[config.mk]
export PLATFORM = sky130hd
export DESIGN_NAME = frame_timer
export DESIGN_NICKNAME = d
export VERILOG_FILES = /design/src/rtl/frame_timer.sv
export SDC_FILE = /design/constraint.sdc
export NUM_CORES = 1
export LEC_CHECK = 0
export BUFFER_PORTS_ARGS = -buffer_cell sky130_fd_sc_hd__buf_2
export CAP_MARGIN = 5
export CORE_MARGIN = 4
export CORE_UTILIZATION = 45
export DETAILED_ROUTE_END_ITERATION = 6
export HOLD_SLACK_MARGIN = 0.05
export SYNTH_ARGS = -nofsm -noshare
export SYNTH_HDL_FRONTEND = slang
export SYNTH_SLANG_ARGS = --single-unit
[constraint.sdc]
create_clock -name clk -period 6.9 [get_ports clk]
set_input_delay 1.035 -clock clk [delete_from_list [all_inputs] [get_ports clk]]
set_output_delay 1.035 -clock clk [all_outputs]
set_load 0.02 [all_outputs]
[src/rtl/frame_timer.sv]
module frame_timer #(
  parameter int CH_W = 10,
  parameter int AW   = 8
) (
  input  logic                clk,
  input  logic                rst_n,
  input  logic                bus_we,
  input  logic [AW-1:0]       bus_waddr,
  input  logic [31:0]         bus_wdata,
  input  logic [AW-1:0]       bus_raddr,
  output logic [31:0]         bus_rdata,
  input  logic                panic,
  input  logic [3*CH_W-1:0]   pri_pix,
  input  logic [3*CH_W-1:0]   sec_pix,
  input  logic                sec_valid,
  output logic                hsync,
  output logic                vsync,
  output logic                de,
  output logic                kick,
  output logic [13:0]         pix_x,
  output logic [13:0]         line_y,
  output logic [3*CH_W-1:0]   pix_out
);
  localparam int PW    = 3 * CH_W;
  localparam int FRM_W = 18;
  localparam int NCFG  = 5;
  localparam logic [AW-1:0] A_CTRL  = AW'(8'h00);
  localparam logic [AW-1:0] A_CFG0  = AW'(8'h04);
  localparam logic [AW-1:0] A_CFGN  = AW'(8'h14);
  localparam logic [AW-1:0] A_MODE  = AW'(8'h18);
  localparam logic [AW-1:0] A_PMODE = AW'(8'h1C);
  localparam logic [AW-1:0] A_COLR  = AW'(8'h20);
  localparam logic [AW-1:0] A_RUN   = AW'(8'h24);
  localparam logic [AW-1:0] A_LOAD  = AW'(8'h28);
  localparam logic [AW-1:0] A_STAMP = AW'(8'h2C);
  localparam logic [2:0] M_CONST = 3'd1;
  localparam logic [2:0] M_LAYER = 3'd5;

  logic [31:0]      shd [NCFG];
  logic [31:0]      act [NCFG];
  logic             shen, token, run;
  logic [2:0]       mode, pmode, msel;
  logic [CH_W-1:0]  green;
  logic [13:0]      hcnt, vcnt;
  logic [FRM_W-1:0] frame;

  wire [AW-1:0] woff   = bus_waddr - A_CFG0;
  wire [2:0]    widx   = woff[4:2];
  wire          cfg_wr = bus_we && bus_waddr >= A_CFG0 && bus_waddr <= A_CFGN && bus_waddr[1:0] == 2'b00;
  wire          ld_wr  = bus_we && bus_waddr == A_LOAD && bus_wdata[0];

  wire [13:0] hact    = act[0][13:0];
  wire [13:0] htot_m1 = act[0][29:16];
  wire [13:0] hs_m1   = act[1][13:0];
  wire [13:0] hsbp_m1 = act[1][29:16];
  wire        hs_en   = act[1][31];
  wire [13:0] vact    = act[2][13:0];
  wire [13:0] vtot_m1 = act[2][29:16];
  wire [13:0] vs_m1   = act[3][13:0];
  wire [13:0] vsbp_m1 = act[3][29:16];
  wire        vs_en   = act[3][31];
  wire [13:0] kcol    = act[4][13:0];
  wire [13:0] krow    = act[4][29:16];
  wire        k_en    = act[4][31];

  wire h_end = hcnt >= htot_m1;
  wire v_end = vcnt >= vtot_m1;
  wire xfer  = token && run && h_end && vcnt == vact - 14'd1;

  wire [14:0] hstart = {1'b0, htot_m1 - hsbp_m1};
  wire [14:0] hstop  = hstart + {1'b0, hs_m1} + 15'd1;
  wire [14:0] vstart = {1'b0, vtot_m1 - vsbp_m1};
  wire [14:0] vstop  = vstart + {1'b0, vs_m1} + 15'd1;

  always_ff @(posedge clk or negedge rst_n) begin
    if (!rst_n) begin
      for (int i = 0; i < NCFG; i++) begin
        shd[i] <= '0;
        act[i] <= '0;
      end
      shen  <= 1'b0;
      token <= 1'b0;
      run   <= 1'b0;
      mode  <= '0;
      pmode <= '0;
      green <= '0;
    end else begin
      if (xfer) begin
        for (int i = 0; i < NCFG; i++) act[i] <= shd[i];
        token <= 1'b0;
      end
      if (cfg_wr) begin
        shd[widx] <= bus_wdata;
        if (!shen) act[widx] <= bus_wdata;
      end
      if (ld_wr) token <= 1'b1;
      if (bus_we) begin
        case (bus_waddr)
          A_CTRL:  shen  <= bus_wdata[0];
          A_MODE:  mode  <= bus_wdata[2:0];
          A_PMODE: pmode <= bus_wdata[2:0];
          A_COLR:  green <= bus_wdata[10+CH_W-1:10];
          A_RUN:   run   <= bus_wdata[0];
          default: ;
        endcase
      end
    end
  end

  always_ff @(posedge clk or negedge rst_n) begin
    if (!rst_n) begin
      hcnt  <= '0;
      vcnt  <= '0;
      frame <= '0;
    end else if (!run) begin
      hcnt <= '0;
      vcnt <= '0;
    end else if (h_end) begin
      hcnt <= '0;
      if (v_end) begin
        vcnt  <= '0;
        frame <= frame + 1'b1;
      end else begin
        vcnt <= vcnt + 14'd1;
      end
    end else begin
      hcnt <= hcnt + 14'd1;
    end
  end

  assign pix_x  = hcnt;
  assign line_y = vcnt;
  assign de     = run && hcnt < hact && vcnt < vact;
  assign hsync  = run && hs_en && {1'b0, hcnt} >= hstart && {1'b0, hcnt} < hstop;
  assign vsync  = run && vs_en && {1'b0, vcnt} >= vstart && {1'b0, vcnt} < vstop;
  assign kick   = run && k_en && hcnt == kcol && vcnt == krow;
  assign msel   = panic ? pmode : mode;

  always_comb begin
    pix_out = '0;
    if (de) begin
      case (msel)
        M_CONST: pix_out[10+CH_W-1:10] = green;
        M_LAYER: pix_out = sec_valid ? sec_pix : pri_pix;
        default: pix_out = '0;
      endcase
    end
  end

  assign bus_rdata = (bus_raddr == A_STAMP) ? {frame, vcnt} : 32'd0;

  p_stop_clears_r9: assert property (@(posedge clk) disable iff (!rst_n)
    !run |=> (hcnt == 14'd0 && vcnt == 14'd0));
  p_pixel_step_r2: assert property (@(posedge clk) disable iff (!rst_n)
    (run && !h_end) |=> hcnt == $past(hcnt) + 14'd1);
  p_frame_step_r2: assert property (@(posedge clk) disable iff (!rst_n)
    (run && h_end && v_end) |=> frame == $past(frame) + 1'b1);
  p_token_clears_r6: assert property (@(posedge clk) disable iff (!rst_n)
    (xfer && !ld_wr) |=> !token);
  p_active_held_r6: assert property (@(posedge clk) disable iff (!rst_n)
    (!xfer && !(cfg_wr && !shen)) |=> (act[0] == $past(act[0]) && act[4] == $past(act[4])));
  p_kick_single_r5: assert property (@(posedge clk) disable iff (!rst_n)
    (kick && hcnt != htot_m1) |=> !kick);
endmodule

==> results of run 1 <==
-- Yosys cell counts, drive strengths merged, types with 2 or more instances --
library cell	number
and3	24
xor2	56
nor2b	8
ha	174
a211oi	9
o21bai	4
nand2b	23
nand4	29
and2	36
nand3	34
a21oi	68
nor3b	4
o31ai	6
a21boi	6
a31oi	8
or2	3
o21a	14
nand3b	3
or4	2
or3	11
nand4b	2
a2111oi	4
o21ai	205
or3b	2
a32o	2
o31a	2
o41ai	4
xnor2	69
a311oi	2
inv	130
nor2	103
nand2	191
mux2	162
clkbuf	73
fa	4
nor4	12
o2111ai	2
dfrtp	351
nor3	35
a21o	24
mux2i	174
buf	45
o211ai	14
or4b	2
-- flip-flops by register name (all words and copies together) (netlist names) --
register  flops
pix_x        14
frame        18
line_y       14
run           1
shen          1
shd         143
pmode         3
token         1
green        10
act         143
mode          3
-- cell families after synthesis --
| family | after synthesis | synth area share |
|---|---|---|
| buffers and inverters | 248 | 0.0480 |
| multiplexers | 336 | 0.166 |
| XOR/XNOR | 125 | 0.0510 |
| flip-flops | 351 | 0.409 |
| AND/OR/NAND/NOR | 525 | 0.117 |
| AO/OA/AOI/OAI | 382 | 0.103 |
| adder cells (fa/ha/maj) | 178 | 0.105 |
-- worst paths after layout --
kind	slack, ps	start	endpoint
worst max-delay path	430	act[112]	hsync
worst min-delay path	470	frame[17]	frame[17]
worst max register to register	2430	pix_x[7]	act[91]
worst min register to register	470	frame[17]	frame[17]
max in group asynchronous	4730	rst_n	shd[89]
min in group asynchronous	550	rst_n	shd[65]
-- layout make-up --
class                      instances  area share
multi-input combinational       1546       0.484
timing repair buffer             227      0.0505
antenna                            2    0.000206
clock buffer                      60      0.0490
sequential                       351       0.362
inverter                         130      0.0201
clock inverter                    14     0.00350
tap                              607      0.0313
-- power groups by stage --
stage | sequential, µW | clock [µW] | combinational [µW]
after global routing | 2290 | 2210 | 2180
final | 2270 | 2060 | 1900
after floorplan | 2270 | 0 | 1450
after global placement | 2300 | 0 | 1820
after detailed placement | 2310 | 0 | 1880
after CTS | 2270 | 2110 | 1900
-- routing by layer --
| layer | GRT usage | wire, µm |
|---|---|---|
| met5 | 0 | 13 |
| met2 | 0.380 | 28000 |
| met3 | 0.0318 | 2150 |
| met4 | 0.0601 | 1460 |
| met1 | 0.318 | 26800 |
-- critical path, delay by kind of cell (launching register included) --
family	cells	cell delay, ps
buffers and inverters	1	230
and+or+nand+nor	3	630
xor gates and xnor gates	2	290
DFF	1	380
adders and majority gates	4	1090
AOI/OAI and AO/OA	12	2240
-- timing repair --
| item | 4_1_cts | 5_1_grt |
|---|---|---|
| pin swaps | 0 | 1 |
| setup endpoints to repair | 1 | 1 |
| resized for setup | 2 | 4 |
-- through the flow --
step / area, µm² / utilization / total power, µW
3_3_place_gp: 23000 / 0.490 / 4120
6_report: 24300 / 0.518 / 6240
3_5_place_dp: 23000 / 0.490 / 4190
5_1_grt: 24300 / 0.518 / 6670
2_1_floorplan: 21500 / - / 3720
4_1_cts: 24300 / 0.518 / 6280
==> flow_summary.ini, run 1 <==
[run_status]
outcome = completed

[floorplanning]
dieArea_mm2 = 0.0513
num_rows = 79
die_w_um = 226
initial_core_util = 0.458
io_pins = 207
core-area_mm2 = 0.0469
die-height_um = 226

[placed_design]
hpwl_mm = 40.6
gp_routability_congestion = 0.928
post-place-ws_ps = 393
dp.cells = 2861
port_buffers = 205

[yosys]
synthDistinctLibCells = 62
ys_top_cells_by_area = dfrtp_1 (41%), ha_1 (10%), mux2_2 (8.5%), mux2i_1 (8.1%), o21ai_0 (3.4%)
synth_cells = 2145
yosysSeqAreaShare = 0.409
synth.ff_latch_count = 351
synth_area_mm2 = 0.0215
synth_nets = 2436
async_flop_share = 1.00
synth_area_per_cell_um2 = 10.0
yosysWarnings = 0
synth_edf_count = 0
synth_largest_area_cell = dfrtp_1
synthFlopType = dfrtp_1
netlist.area_leader.share = 0.409

[sta]
fin_crit_ps = 6470
fmax_mhz = 155
setup_tns_ps = 0
hold-worst-slack_ps = 471
max_slew_margin = 0.226
clock_skew_ps = 26.8
fin_crit_sh = 0.938
rsz0062_at_grt = false
slew_viol_final = 0
setup_viol = 0
worst_slack_ps = 431
finalHoldViolCount = 0
worstMarginPinSlew_ps = 1160

[clock_tree]
cts.sinks = 351
cts_tree = yes
cts_root_buf = clkbuf_16
clk_pin_slew_ps = 60
cts_max_path_buffers = 3
numCtsBuffers = 41
htree_levels = 2
clock_latency_ps = 560
cts_setup_buffers = 0
cts_hold_buf = 0

[power]
powerDensity_mw_per_mm2 = 257
power.internal_uw = 4220
power.net_switching_uw = 2020
swShare = 0.323
pwr-share-comb = 0.305
leakagePower_uw = 0.0129
seqPwrFrac = 0.364
vdd_drop_max_mv = 0.187
p_clk_frac = 0.331

[routing]
drtIter0Drc = 1007
route.detailed.drc = 0
vias = 16200
dr.pass1.iters = 5
drtAntennaViolNets = 0
wire_per_inst_um = 19.9
viasPerCell = 5.52
drt-total-wl_mm = 58.4

[layout]
area_growth_pct = 13.1
seq_area_mm2 = 0.00878
nets = 2588
fillCellCount = 4273
final_cell_mix = dfrtp_1 (351), buf_2 (204), nand2_1 (191)
multiInputGateArea_mm2 = 0.0117
final_common_cell = dfrtp_1
drive_gt1_frac = 0.204
instances_no_fill = 2937

[critical_path]
crit_type = reg2out
worst_path_max_delay_cell = or3_1
ff2ff_path_depth = 9
endpoint_kind = output pin
max_stage_delay_ps = 440
cp_cell_sequence = ha_1, fa_1, nor2b_1, o21ai_0, a21boi_2, o211ai_1, a21boi_0, o21a_1, nor2_1, xnor2_1, ha_1, or3_1, a2111oi_4, o31ai_1, a21oi_1, xor2_1, ha_1, o21a_1, o21ai_0, a31oi_1, a211oi_2, buf_2
crit_path_start_kind = flop
crit_top_cell = ha_1
cp_data_arrival_time_ps = 5430
worstPathMaxFanout = 4
crit_required_ps = 5860

[job]
drv_cap = 0

[global_route]
grt-ovfl-total = 0
grt_pass1_wl_mm = 92.1
grt.total_usage = 0.229
grt_antenna_before_repair = 1
grt_pass1_vias = 16300
grt_max_degree = 164

[hold_path]
hold_class = reg2reg
holdPathStages = 1
Power figures use the tool's default switching activity.
==> inputs of run 2 (changes only) <==
--- a/constraint.sdc
+++ b/constraint.sdc
@@ -3,2 +3,2 @@
 set_output_delay 1.035 -clock clk [all_outputs]
-set_load 0.02 [all_outputs]
+set_load 0.1 [all_outputs]
==> run 2 against run 1 <==
Final cell count is essentially flat. Die area is the same. Combinational power is essentially flat. Register-to-register slack lost 170 ps. Via count shrank 0.20%. Total power grew 4.6%. First-iteration DRC count grew 1.5%. Clock skew shrank 11 ps. Clock power grew 14%.
==> flow_summary.ini, run 2 (synthesized netlist as in run 1, its figures left out) <==
[run_status]
outcome = completed

[clock_tree]
numCtsBuffers = 40
cts_hold_buf = 0
cts_root_buf = clkbuf_16
clock_latency_ps = 560
cts_tree = yes
clk_pin_slew_ps = 60
htree_levels = 2
cts.sinks = 351
cts_max_path_buffers = 3

[layout]
final_common_cell = dfrtp_1
final_cell_mix = dfrtp_1 (351), buf_2 (202), nand2_1 (191)
area_growth_pct = 14.3
fin_area_mm2 = 0.0245
top_regs = act (143), shd (143), frame (18)
nets = 2591
drive_gt1_frac = 0.208

[placed_design]
post-place-ws_ps = 397
hpwl_mm = 40.9
place_area_mm2 = 0.0230
port_buffers = 205
gp_routability_congestion = 0.897

[floorplanning]
dieArea_mm2 = 0.0513
die-height_um = 226
initial_core_util = 0.458
num_rows = 79
die_w_um = 226
io_pins = 207
core-area_mm2 = 0.0469

[sta]
setup_viol = 0
rsz0062_at_grt = false
fin_crit_sh = 0.949
setup_tns_ps = 0
clock_skew_ps = 16.0
fmax_mhz = 153
worst_slack_ps = 355
fin_crit_ps = 6540
slew_viol_final = 0
hold-worst-slack_ps = 473
max_slew_margin = 0.205
finalHoldViolCount = 0
worstMarginPinSlew_ps = 1190

[job]
drv_cap = 0

[power]
vdd_drop_max_mv = 0.207
powerDensity_mw_per_mm2 = 266
leakagePower_uw = 0.0130

[critical_path]
crit_type = reg2out
worstPathMaxFanout = 4
worst-path-stages = 22
crit_buf_inv = 1
max_stage_delay_ps = 440
crit_top_cell = ha_1
cp_cell_sequence = ha_1, fa_1, nor2b_1, o21ai_0, a21boi_2, o211ai_1, a21boi_1, o21a_1, nor2_1, xnor2_1, ha_1, or3_1, a2111oi_4, o31ai_1, a21oi_1, xor2_1, ha_1, o21a_1, o21ai_0, a31oi_1, a211oi_2, buf_12
crit_path_start_kind = flop
worst_path_max_delay_cell = a211oi_2
cp_data_arrival_time_ps = 5510
endpoint_kind = output pin
cp_top_family = compound AO/OA/AOI/OAI gates
ff2ff_path_depth = 10
crit_required_ps = 5860

[hold_path]
holdPathStages = 1
hold_class = reg2reg

[global_route]
grt.total_usage = 0.228
grt_max_degree = 172
grt-ovfl-total = 0
grt_pass1_vias = 16600
grt_antenna_before_repair = 1
grt_pass1_wl_mm = 92.5

[routing]
drtAntennaViolNets = 0
dr.pass1.iters = 5
top_layer_used = met4
drtIter0Drc = 1022
met2WireLength_mm = 28.7
drt-total-wl_mm = 58.3
wire_per_inst_um = 19.8
vias = 16200
viasPerCell = 5.51
route.detailed.drc = 0
wl_met1_mm = 26.2
wl_met3_mm = 2.08
[run 2: worst paths after layout]
check | start | end | slack (ps)
hold reg to reg | frame[17] | frame[17] | 470
min in group asynchronous | rst_n | shd[120] | 570
max in group asynchronous | rst_n | act[97] | 4850
hold / removal | frame[17] | frame[17] | 470
setup reg to reg | pix_x[7] | act[89] | 2260
setup / recovery | act[112] | hsync | 360
[run 2: what timing repair did]
action | 4_1_cts | 5_1_grt
pin swaps | 0 | 2
gates resized for setup | 3 | 8
setup buffers | 0 | 0
hold endpoints to repair | 0 | 0
setup endpoints to repair | 2 | 2
[run 2: area by class of cell]
type | count | area, µm²
diodes | 2 | 5.00
clock buffers | 61 | 1250
clock inverters | 11 | 219
fillers | 4278 | 22300
inverters | 130 | 488
multi-input cells | 1546 | 11800
flip-flops and latches | 351 | 8780
well taps | 607 | 759
repair buffers | 231 | 1280
[run 2: where the power goes]
part	leakage, µW	total (µW)	internal (µW)	switching, µW
clock network	0.000722	2350	1480	878
logic	0.00807	1910	846	1060
registers	0.00420	2270	2180	91.6
[run 2: routing by layer]
metal / vias to the layer above / GRT usage
li1: 7797 / -
met1: 8023 / 0.307
met2: 277 / 0.394
met3: 86 / 0.0276
met4: 0 / 0.0601
met5: - / 0
[run 2: per-stage QoR]
| step | utilization | instances | total power, µW |
|---|---|---|---|
| after floorplan | - | 2145 | 3720 |
| after global placement | 0.491 | 2865 | 4120 |
| after detailed placement | 0.491 | 2865 | 4180 |
| after CTS | 0.523 | 2937 | 6560 |
| after global routing | 0.524 | 2937 | 6970 |
| final | 0.524 | 2939 | 6530 |
